--- config.mk ---
export PLATFORM = sky130hd
export DESIGN_NAME = scan_status_gen
export DESIGN_NICKNAME = d
export VERILOG_FILES = /design/src/rtl/scan_pkg.sv /design/src/rtl/scan_ctrl.sv /design/src/rtl/scan_datapath.sv /design/src/rtl/scan_status_gen.sv
export SDC_FILE = /design/constraint.sdc
export NUM_CORES = 1
export LEC_CHECK = 0
export ABC_AREA = 1
export BUFFER_PORTS_ARGS = -buffer_cell sky130_fd_sc_hd__buf_2
export CORE_MARGIN = 2
export CORE_UTILIZATION = 30
export DETAILED_ROUTE_END_ITERATION = 10
export PLACE_DENSITY_LB_ADDON = 0.08
export SYNTH_ARGS = -nofsm -noshare
export SYNTH_HDL_FRONTEND = slang
export SYNTH_HIERARCHICAL = 1
export SYNTH_SLANG_ARGS = --single-unit
--- constraint.sdc ---
create_clock -name clk -period 3.3 [get_ports clk]
set_clock_uncertainty 0.05 [all_clocks]
set_input_delay 0 -clock clk [delete_from_list [all_inputs] [get_ports clk]]
set_output_delay 0 -clock clk [all_outputs]
set_load 0.01 [all_outputs]
--- src/rtl/scan_pkg.sv ---
package scan_pkg;
  // strobes passed from the counter control to the decode datapath
  typedef struct packed {
    logic capture;    // latch the status word this edge
    logic frameWrap;  // counters leave the final position this edge
  } scanStrobe_t;
endpackage

--- src/rtl/scan_ctrl.sv ---
module scan_ctrl
  import scan_pkg::*;
#(
  parameter int H_TOTAL = 432,
  parameter int V_TOTAL = 262,
  parameter int H_W     = $clog2(H_TOTAL),
  parameter int V_W     = $clog2(V_TOTAL)
) (
  input  logic           clk,
  input  logic           rstN,
  input  logic           pixEn,
  input  logic           rdStb,
  output logic [H_W-1:0] hCnt,
  output logic [V_W-1:0] vCnt,
  output scanStrobe_t    stb
);
  localparam logic [H_W-1:0] H_LAST = H_W'(H_TOTAL - 1);
  localparam logic [V_W-1:0] V_LAST = V_W'(V_TOTAL - 1);

  logic hLast, vLast, lineWrap;

  assign hLast    = (hCnt == H_LAST);
  assign vLast    = (vCnt == V_LAST);
  assign lineWrap = pixEn && hLast;

  always_ff @(posedge clk) begin
    if (!rstN) begin
      hCnt <= '0;
    end else if (pixEn) begin
      hCnt <= hLast ? '0 : hCnt + 1'b1;
    end
  end

  always_ff @(posedge clk) begin
    if (!rstN) begin
      vCnt <= '0;
    end else if (lineWrap) begin
      vCnt <= vLast ? '0 : vCnt + 1'b1;
    end
  end

  always_comb begin
    stb.capture   = rdStb;
    stb.frameWrap = lineWrap && vLast;
  end

  // positions never leave their ranges
  p_hrange_r1: assert property (@(posedge clk) disable iff (!rstN) hCnt <= H_LAST);
  p_vrange_r1: assert property (@(posedge clk) disable iff (!rstN) vCnt <= V_LAST);
  // no enable, no movement
  p_hold_r1: assert property (@(posedge clk) disable iff (!rstN)
    !pixEn |=> $stable(hCnt) && $stable(vCnt));
  // the last pixel wraps to zero
  p_hwrap_r1: assert property (@(posedge clk) disable iff (!rstN)
    (pixEn && hCnt == H_LAST) |=> hCnt == '0);
endmodule

--- src/rtl/scan_datapath.sv ---
module scan_datapath
  import scan_pkg::*;
#(
  parameter int H_TOTAL     = 432,
  parameter int H_ACTIVE    = 320,
  parameter int HS_START    = 352,
  parameter int HS_LEN      = 32,
  parameter int V_TOTAL     = 262,
  parameter int V_ACTIVE    = 240,
  parameter int VS_START    = 245,
  parameter int VS_LEN      = 3,
  parameter int LINE_OFFSET = 15,
  parameter int H_W         = $clog2(H_TOTAL),
  parameter int V_W         = $clog2(V_TOTAL)
) (
  input  logic           clk,
  input  logic           rstN,
  input  logic [H_W-1:0] hCnt,
  input  logic [V_W-1:0] vCnt,
  input  scanStrobe_t    stb,
  output logic           hSync,
  output logic           vSync,
  output logic           hActive,
  output logic           vActive,
  output logic           blank,
  output logic           frameEnd,
  output logic [15:0]    statusQ
);
  localparam int S_W = V_W + 1;
  localparam logic [H_W-1:0] H_ACT_C  = H_W'(H_ACTIVE);
  localparam logic [H_W-1:0] HS_BEG_C = H_W'(HS_START);
  localparam logic [H_W-1:0] HS_END_C = H_W'(HS_START + HS_LEN);
  localparam logic [V_W-1:0] V_ACT_C  = V_W'(V_ACTIVE);
  localparam logic [V_W-1:0] VS_BEG_C = V_W'(VS_START);
  localparam logic [V_W-1:0] VS_END_C = V_W'(VS_START + VS_LEN);
  localparam logic [S_W-1:0] OFFS_C   = S_W'(LINE_OFFSET);
  localparam logic [S_W-1:0] VTOT_C   = S_W'(V_TOTAL);
  localparam logic [S_W-1:0] CLAMP_C  = S_W'(256);

  logic [S_W-1:0] lineSum, lineWrapd;
  logic [7:0]     lineByte;
  logic [15:0]    liveWord;

  // position decode
  always_comb begin
    hActive = (hCnt < H_ACT_C);
    vActive = (vCnt < V_ACT_C);
    hSync   = (hCnt >= HS_BEG_C) && (hCnt < HS_END_C);
    vSync   = (vCnt >= VS_BEG_C) && (vCnt < VS_END_C);
    blank   = !(hActive && vActive);
  end

  // offset line number, wrapped at frame height, clamped to one byte
  always_comb begin
    lineSum   = {1'b0, vCnt} + OFFS_C;
    lineWrapd = (lineSum >= VTOT_C) ? lineSum - VTOT_C : lineSum;
    lineByte  = (lineWrapd < CLAMP_C) ? lineWrapd[7:0] : 8'hFF;
  end

  always_comb begin
    liveWord       = 16'hFF00;
    liveWord[15]   = !hSync;
    liveWord[14]   = !vSync;
    liveWord[8]    = !blank;
    liveWord[7:0]  = lineByte;
  end

  always_ff @(posedge clk) begin
    if (!rstN) begin
      statusQ <= 16'hFFFF;
    end else if (stb.capture) begin
      statusQ <= liveWord;
    end
  end

  always_ff @(posedge clk) begin
    if (!rstN) frameEnd <= 1'b0;
    else       frameEnd <= stb.frameWrap;
  end

  // no strobe, no change
  p_hold_r7: assert property (@(posedge clk) disable iff (!rstN)
    !stb.capture |=> $stable(statusQ));
  // filler bits stay high in every captured word
  p_filler_r8: assert property (@(posedge clk) disable iff (!rstN)
    statusQ[13:9] == 5'h1F);
  // the frame pulse lasts one cycle
  p_pulse_r6: assert property (@(posedge clk) disable iff (!rstN)
    frameEnd |=> !frameEnd);
  // the pulse follows the wrap into the origin
  p_origin_r6: assert property (@(posedge clk) disable iff (!rstN)
    frameEnd |-> (hCnt == '0 && vCnt == '0));
  // vertical sync lies inside the vertical blank
  p_vsblank_r4: assert property (@(posedge clk) disable iff (!rstN)
    vSync |-> blank);
endmodule

--- src/rtl/scan_status_gen.sv ---
module scan_status_gen
  import scan_pkg::*;
#(
  parameter int H_TOTAL     = 432,
  parameter int H_ACTIVE    = 320,
  parameter int HS_START    = 352,
  parameter int HS_LEN      = 32,
  parameter int V_TOTAL     = 262,
  parameter int V_ACTIVE    = 240,
  parameter int VS_START    = 245,
  parameter int VS_LEN      = 3,
  parameter int LINE_OFFSET = 15,
  localparam int H_W        = $clog2(H_TOTAL),
  localparam int V_W        = $clog2(V_TOTAL)
) (
  input  logic           clk,
  input  logic           rstN,
  input  logic           pixEn,
  input  logic           rdStb,
  output logic [H_W-1:0] hPos,
  output logic [V_W-1:0] vPos,
  output logic           hSync,
  output logic           vSync,
  output logic           hActive,
  output logic           vActive,
  output logic           blank,
  output logic           frameEnd,
  output logic [15:0]    statusQ
);
  scanStrobe_t stb;

  scan_ctrl #(
    .H_TOTAL(H_TOTAL), .V_TOTAL(V_TOTAL), .H_W(H_W), .V_W(V_W)
  ) u_ctrl (
    .clk(clk), .rstN(rstN), .pixEn(pixEn), .rdStb(rdStb),
    .hCnt(hPos), .vCnt(vPos), .stb(stb)
  );

  scan_datapath #(
    .H_TOTAL(H_TOTAL), .H_ACTIVE(H_ACTIVE), .HS_START(HS_START), .HS_LEN(HS_LEN),
    .V_TOTAL(V_TOTAL), .V_ACTIVE(V_ACTIVE), .VS_START(VS_START), .VS_LEN(VS_LEN),
    .LINE_OFFSET(LINE_OFFSET), .H_W(H_W), .V_W(V_W)
  ) u_dp (
    .clk(clk), .rstN(rstN), .hCnt(hPos), .vCnt(vPos), .stb(stb),
    .hSync(hSync), .vSync(vSync), .hActive(hActive), .vActive(vActive),
    .blank(blank), .frameEnd(frameEnd), .statusQ(statusQ)
  );
endmodule

# Word-level counts from Yosys, hierarchy flattened
# Index checks and enable logic that the tools add are counted.
[word_totals] register_bits=30 in_bits=4 out_inout_bits=40 wordCells=30
[classes] n_addsub=4 n_lt_le_gt_ge=8 eq_ne=2 n_mux=4 reduce_logical=8
[op_table] cell="adder 9 x 1 -> 9 bit (second input constant)" count=2
[op_table] cell="equality test 9 bit (second input constant)" count=2
[op_table] cell="less-than comparator 9 x 8 -> 1 bit (second input constant)" count=2
[op_table] cell="less-than comparator 9 bit (second input constant)" count=2
[op_table] cell="2-to-1 mux 9 bit" count=2
[op_table] cell="adder 9 x 4 -> 10 bit (second input constant)" count=1
[op_table] cell="greater-or-equal comparator 10 x 9 -> 1 bit (second input constant)" count=1
[op_table] cell="less-than comparator 10 x 9 -> 1 bit (second input constant)" count=1
[op_table] cell="2-to-1 mux 10 bit" count=1
[op_table] cell="subtractor 10 x 9 -> 10 bit (second input constant)" count=1
[op_table] cell="greater-or-equal comparator 9 x 8 -> 1 bit (second input constant)" count=1
[op_table] cell="greater-or-equal comparator 9 bit (second input constant)" count=1
[op_table] cell="2-to-1 mux 8 bit" count=1
[op_table] cell="logical AND 1 bit" count=5
[op_table] cell="zero test 1 bit" count=3

# Depth between registers and ports, before layout
[logic_depth] ltp_word=5 ltp_mapped=17 ltp_nobuf=17

# By module
# Netlist, hierarchy kept.
[by_module_without_submodules] mod="scan_datapath" n_inst=1 cells_per_inst=211 area_per_inst_um2=1214.9 seq_area_each_um2=240.2
[by_module_without_submodules] mod="scan_ctrl" n_inst=1 cells_per_inst=150 area_per_inst_um2=993.5 seq_area_each_um2=360.3

# Worst setup path after synthesis
# No wires, ideal clock.
[synth_timing] kind="reg-to-reg" start="register u_ctrl.vCnt[0]" end="register u_dp.statusQ[0]" setup_ns=0.115 arrival_ns=2.119 required_ns=3.135 setup_slack_ns=1.016 stages_incl_launch_ff=15 n_path_buf=0 period_less_slack_ns=2.284 cell_sequence="dfxtp_1 > inv_1 > ha_1 > xor2_1 > ha_1 > inv_1 > nand2_1 > nand3_1 > nand3_1 > nand2_1 > nor2_2 > nor2_4 > nand2_1 > nand2_1 > nand2_1"
[synth_between] elab_chain_len=5 elab_cells_between_ends=6 cone_classes="add/sub (2); order compare (2); mux (2)"
[synth_lines] element="start: declaration" line="scan_ctrl.sv:14" source="output logic [V_W-1:0] vCnt,"
[synth_lines] element="start signal: assignment" line="scan_ctrl.sv:38" source="vCnt <= vLast ? '0 : vCnt + 1'b1;"
[synth_lines] element="adder 9 x 4 -> 10 bit (*)" line="scan_datapath.sv:55" source="lineSum = {1'b0, vCnt} + OFFS_C;"
[synth_lines] element="subtractor 10 x 9 -> 10 bit / greater-or-equal comparator 10 x 9 -> 1 bit (equally long branches)" line="scan_datapath.sv:56" source="lineWrapd = (lineSum >= VTOT_C) ? lineSum - VTOT_C : lineSum;"
[synth_lines] element="2-to-1 mux 10 bit (*)" line="scan_datapath.sv:56"
[synth_lines] element="less-than comparator 10 x 9 -> 1 bit" line="scan_datapath.sv:57" source="lineByte = (lineWrapd < CLAMP_C) ? lineWrapd[7:0] : 8'hFF;"
[synth_lines] element="2-to-1 mux 8 bit (*)" line="scan_datapath.sv:57"
[synth_lines] element="end signal: assignment" line="scan_datapath.sv:72" source="statusQ <= liveWord;"
[synth_lines] element="end: declaration" line="scan_datapath.sv:27" source="output logic [15:0] statusQ"
# Every way passes the cells marked *; elsewhere a longest branch is shown, timed or not.
# A chain may end at the register's enable or synchronous reset.

# Worst setup path in the final report
# Ends and elaborated chain as after synthesis.

==> impl_summary.txt <==
----------------------------------------------------
[Outcome]
  Outcome ... finished clean

[Cells and area]
  Number of antenna repair diodes ... 0
  Final net count ... 415
  Seq. cell area ... between 600 and 700 sq um
  Footprint of the multi-input gates ... 1370 sq um
  Share of cells above drive strength 1 ... 0.198
  Final standard cell area without fillers ... 2620 sq um
  Filler cells ... 840
  Area added between synthesis and finish ... 18.6%

[Synthesis]
  Synthesized-area fraction occupied by xor and xnor cells ... 0.0238
  Area share of the largest cell type after synthesis ... 0.272
  Adder-cell area share of the yosys netlist ... 0.0397
  Post-Synthesis Cells ... 361
  Yosys Warn Count ... 6
  Mux contribution to synthesized area ... 0.00453
  Mean post-synth cell area ... 6.12 sq um
  Seq cells post-synth ... 30
  Count of different cell masters after synthesis ... 32
  Area of the mapped netlist ... 2210 sq um
  Post-synthesis share of cell area spent on and, or, nand and nor gates ... 0.452
  Cell taking the most area after synthesis ... dfxtp_1
  Seq/Total Area, Yosys ... 0.272
  Dominant combinational cell family by area after synthesis ... simple AND/OR/NAND/NOR gates
  Synth area leaders ... dfxtp_1 (27%), nand2_1 (22%), inv_1 (8.2%)
  Compound-gate portion of the synthesized area ... 0.0912

[Timing]
  Setup Total Neg Slack ... 0 ns
  Timing-limited maximum frequency ... 397 MHz
  Count of final max-slew check failures ... 0
  Final worst-path cycle share ... 0.764
  Unrepaired setup endpoints after global routing ... no
  Crit path time final ... 2.52 ns
  Final-report setup violation count ... 0
  Final count of hold timing violations ... 0

[Global routing]
  Wire length of the first global-routing pass ... slightly above 9 mm
  Total overflow reported by the global router ... 0
  Via count of the first global-routing pass ... 2048
  Total routing resource utilization after global routing ... 0.138
  Maximum number of pins on one net before global-route repair ... 15
  Number of antenna violations at the first check in global routing ... 0

[Clock network]
  Number of buffers on the longest clock path ... 2
  TritonCTS Buffers ... 5
  Source-to-sink clock delay at the later pin of the worst-skew pair ... 0.28 ns
  # clock sinks ... 30
  Clock-pin slew on the worst setup and hold paths ... 0.07 ns
  Number of H-tree levels ... 2
  Clock tree from TritonCTS ... yes
  CTS root buf ... clkbuf_8
  Post-CTS Setup Bufs ... 0

[Worst setup path]
  CP endpoint kind ... register
  CP arrival ... 2.64 ns
  Required time of the worst setup path ... 3.42 ns
  Largest fanout of any net on the critical path ... 11
  CP startpoint kind ... register
  CP Class ... reg -> reg

[Drt]
  Total detailed-routing wirelength ... 5.40 mm
  Via Count ... 2217
  Drc violations ... 0
  Wire per inst ... around 11 um
  Routed Antenna Nets ... 0
  Routed via count divided by cell count ... 4.40
  Count of TritonRoute iterations in the first routing pass ... 4
  Drt initial violations ... 57

[Die]
  Die Wd ... roughly 90 um
  Die area ... about 8000 sq um
  Row Count ... 31
  Top-level I/O count ... 44
  Core Footprint ... 7180 sq um
  Initial core utilization ... 0.308
  Vertical die dimension ... 89.8 um

[Placement]
  HPWL reported at the end of detailed placement ... 4.19 mm
  Weighted congestion reported at the end of routability-driven placement ... 0.791
  Area post-placement ... ~2500 sq um
  IO buf count ... 38

[Power]
  P_leak ... 1.34 nW
  Total power draw ... between 0.7 and 0.8 mW
  Peak VDD IR ... around 0.17 mV
  Cell area power density ... 304 nW/um^2

[Hold path]
  Path category of the worst min-delay check ... reg -> reg

[Run]
  Count of max-cap constraint violations ... 0

----------------------------------------------------
critical path, stage by stage (launching register included):
cell and delay (ns):
dfxtp_1 0.54, inv_1 0.16, ha_1 0.29, xor2_1 0.22, ha_1 0.27, inv_1 0.11, nand2_1 0.09, nand3_1 0.09
nand3_1 0.08, nand2_1 0.08, nor2_2 0.05, nor2_4 0.19, nand2_1 0.07, nand2_1 0.07, nand2_1 0.05
synthesized netlist by cell type (all sizes together):
| cell type | count |
|---|---|
| xor2 | 6 |
| a21oi | 19 |
| nand3 | 26 |
| nand2 | 142 |
| nor3b | 2 |
| dfxtp | 30 |
| buf | 6 |
| nor2 | 40 |
| o22ai | 1 |
| o211a | 1 |
| inv | 52 |
| nand3b | 2 |
| conb | 1 |
| a31oi | 1 |
| nand4 | 4 |
| ha | 7 |
| mux2i | 1 |
| o21ai | 11 |
| nor3 | 6 |
| clkbuf | 3 |
power breakdown:
group | switching (mW) | internal [mW]
logic | 0.0334 | 0.0200
registers | 0.00552 | 0.372
clock network | 0.144 | 0.222
total | 0.183 | 0.614
metal layers:
layer / global-route usage / vias up / share of wire
met2: 0.240 / 35 / 0.47
met1: 0.172 / 980 / 0.48
met5: 0 / - / 0
li1: - / 1195 / -
met4: 0.0423 / 0 / 0.013
met3: 0.0277 / 7 / 0.032
cell type report:
| class | instances | area share |
|---|---|---|
| clock buffers | 5 | 0.0263 |
| clock inverters | 3 | 0.0153 |
| inverters | 52 | 0.0755 |
| multi-input cells | 274 | 0.522 |
| flip-flops and latches | 30 | 0.229 |
| well taps | 99 | 0.0473 |
| repair buffers | 41 | 0.0840 |
final timing paths:
path	start	end	slack [ns]	cells after the start
max reg2reg	u_ctrl/vCnt[0]	u_dp/statusQ[0]	0.78	14
min	u_dp/statusQ[6]	u_dp/statusQ[6]	0.41	2
max	u_ctrl/vCnt[0]	u_dp/statusQ[0]	0.78	14
min reg2reg	u_dp/statusQ[6]	u_dp/statusQ[6]	0.41	2
repair_timing:
item	4_1_cts	5_1_grt
hold buffers	3	0
gates resized for setup	0	0
hold endpoints to repair	11	0
logic make-up (layout without fill, tap and decap cells):
family | after synthesis | after routing
XOR/XNOR | 6 | 6
AND/OR/NAND/NOR | 222 | 222
AO/OA/AOI/OAI | 33 | 33
multiplexers | 1 | 1
other | 1 | 5
flip-flops | 30 | 30
buffers and inverters | 61 | 101
adder cells (fa/ha/maj) | 7 | 7
registers in the layout (all words and copies together), names as in the netlist:
signal,flops
u_dp/frameEnd,1
u_ctrl/vCnt,9
u_dp/statusQ,11
u_ctrl/hCnt,9
metrics by stage:
stage                     std cells  setup slack, ns   util  hold slack, ns
final                           504            0.779  0.365           0.411
after global routing            504            0.494  0.365           0.437
after CTS                       504            0.741  0.365           0.416
after detailed placement        493            0.770  0.346           0.272
after global placement          493            0.814  0.346           0.279
after floorplan                 365             1.02      -          0.0435
cell usage in the layout (no fill, tap or decap), types with 5 or more instances in the layout:
master	instances
a21oi_1	17
buf_2	38
clkbuf_8	5
conb_1	5
dfxtp_1	30
ha_1	7
inv_1	48
nand2_1	131
nand2_2	9
nand3_1	23
nor2_1	30
nor2_2	8
nor3_1	5
o21ai_0	9
xor2_1	6
Note: power is estimated with default switching activity, not from simulation.
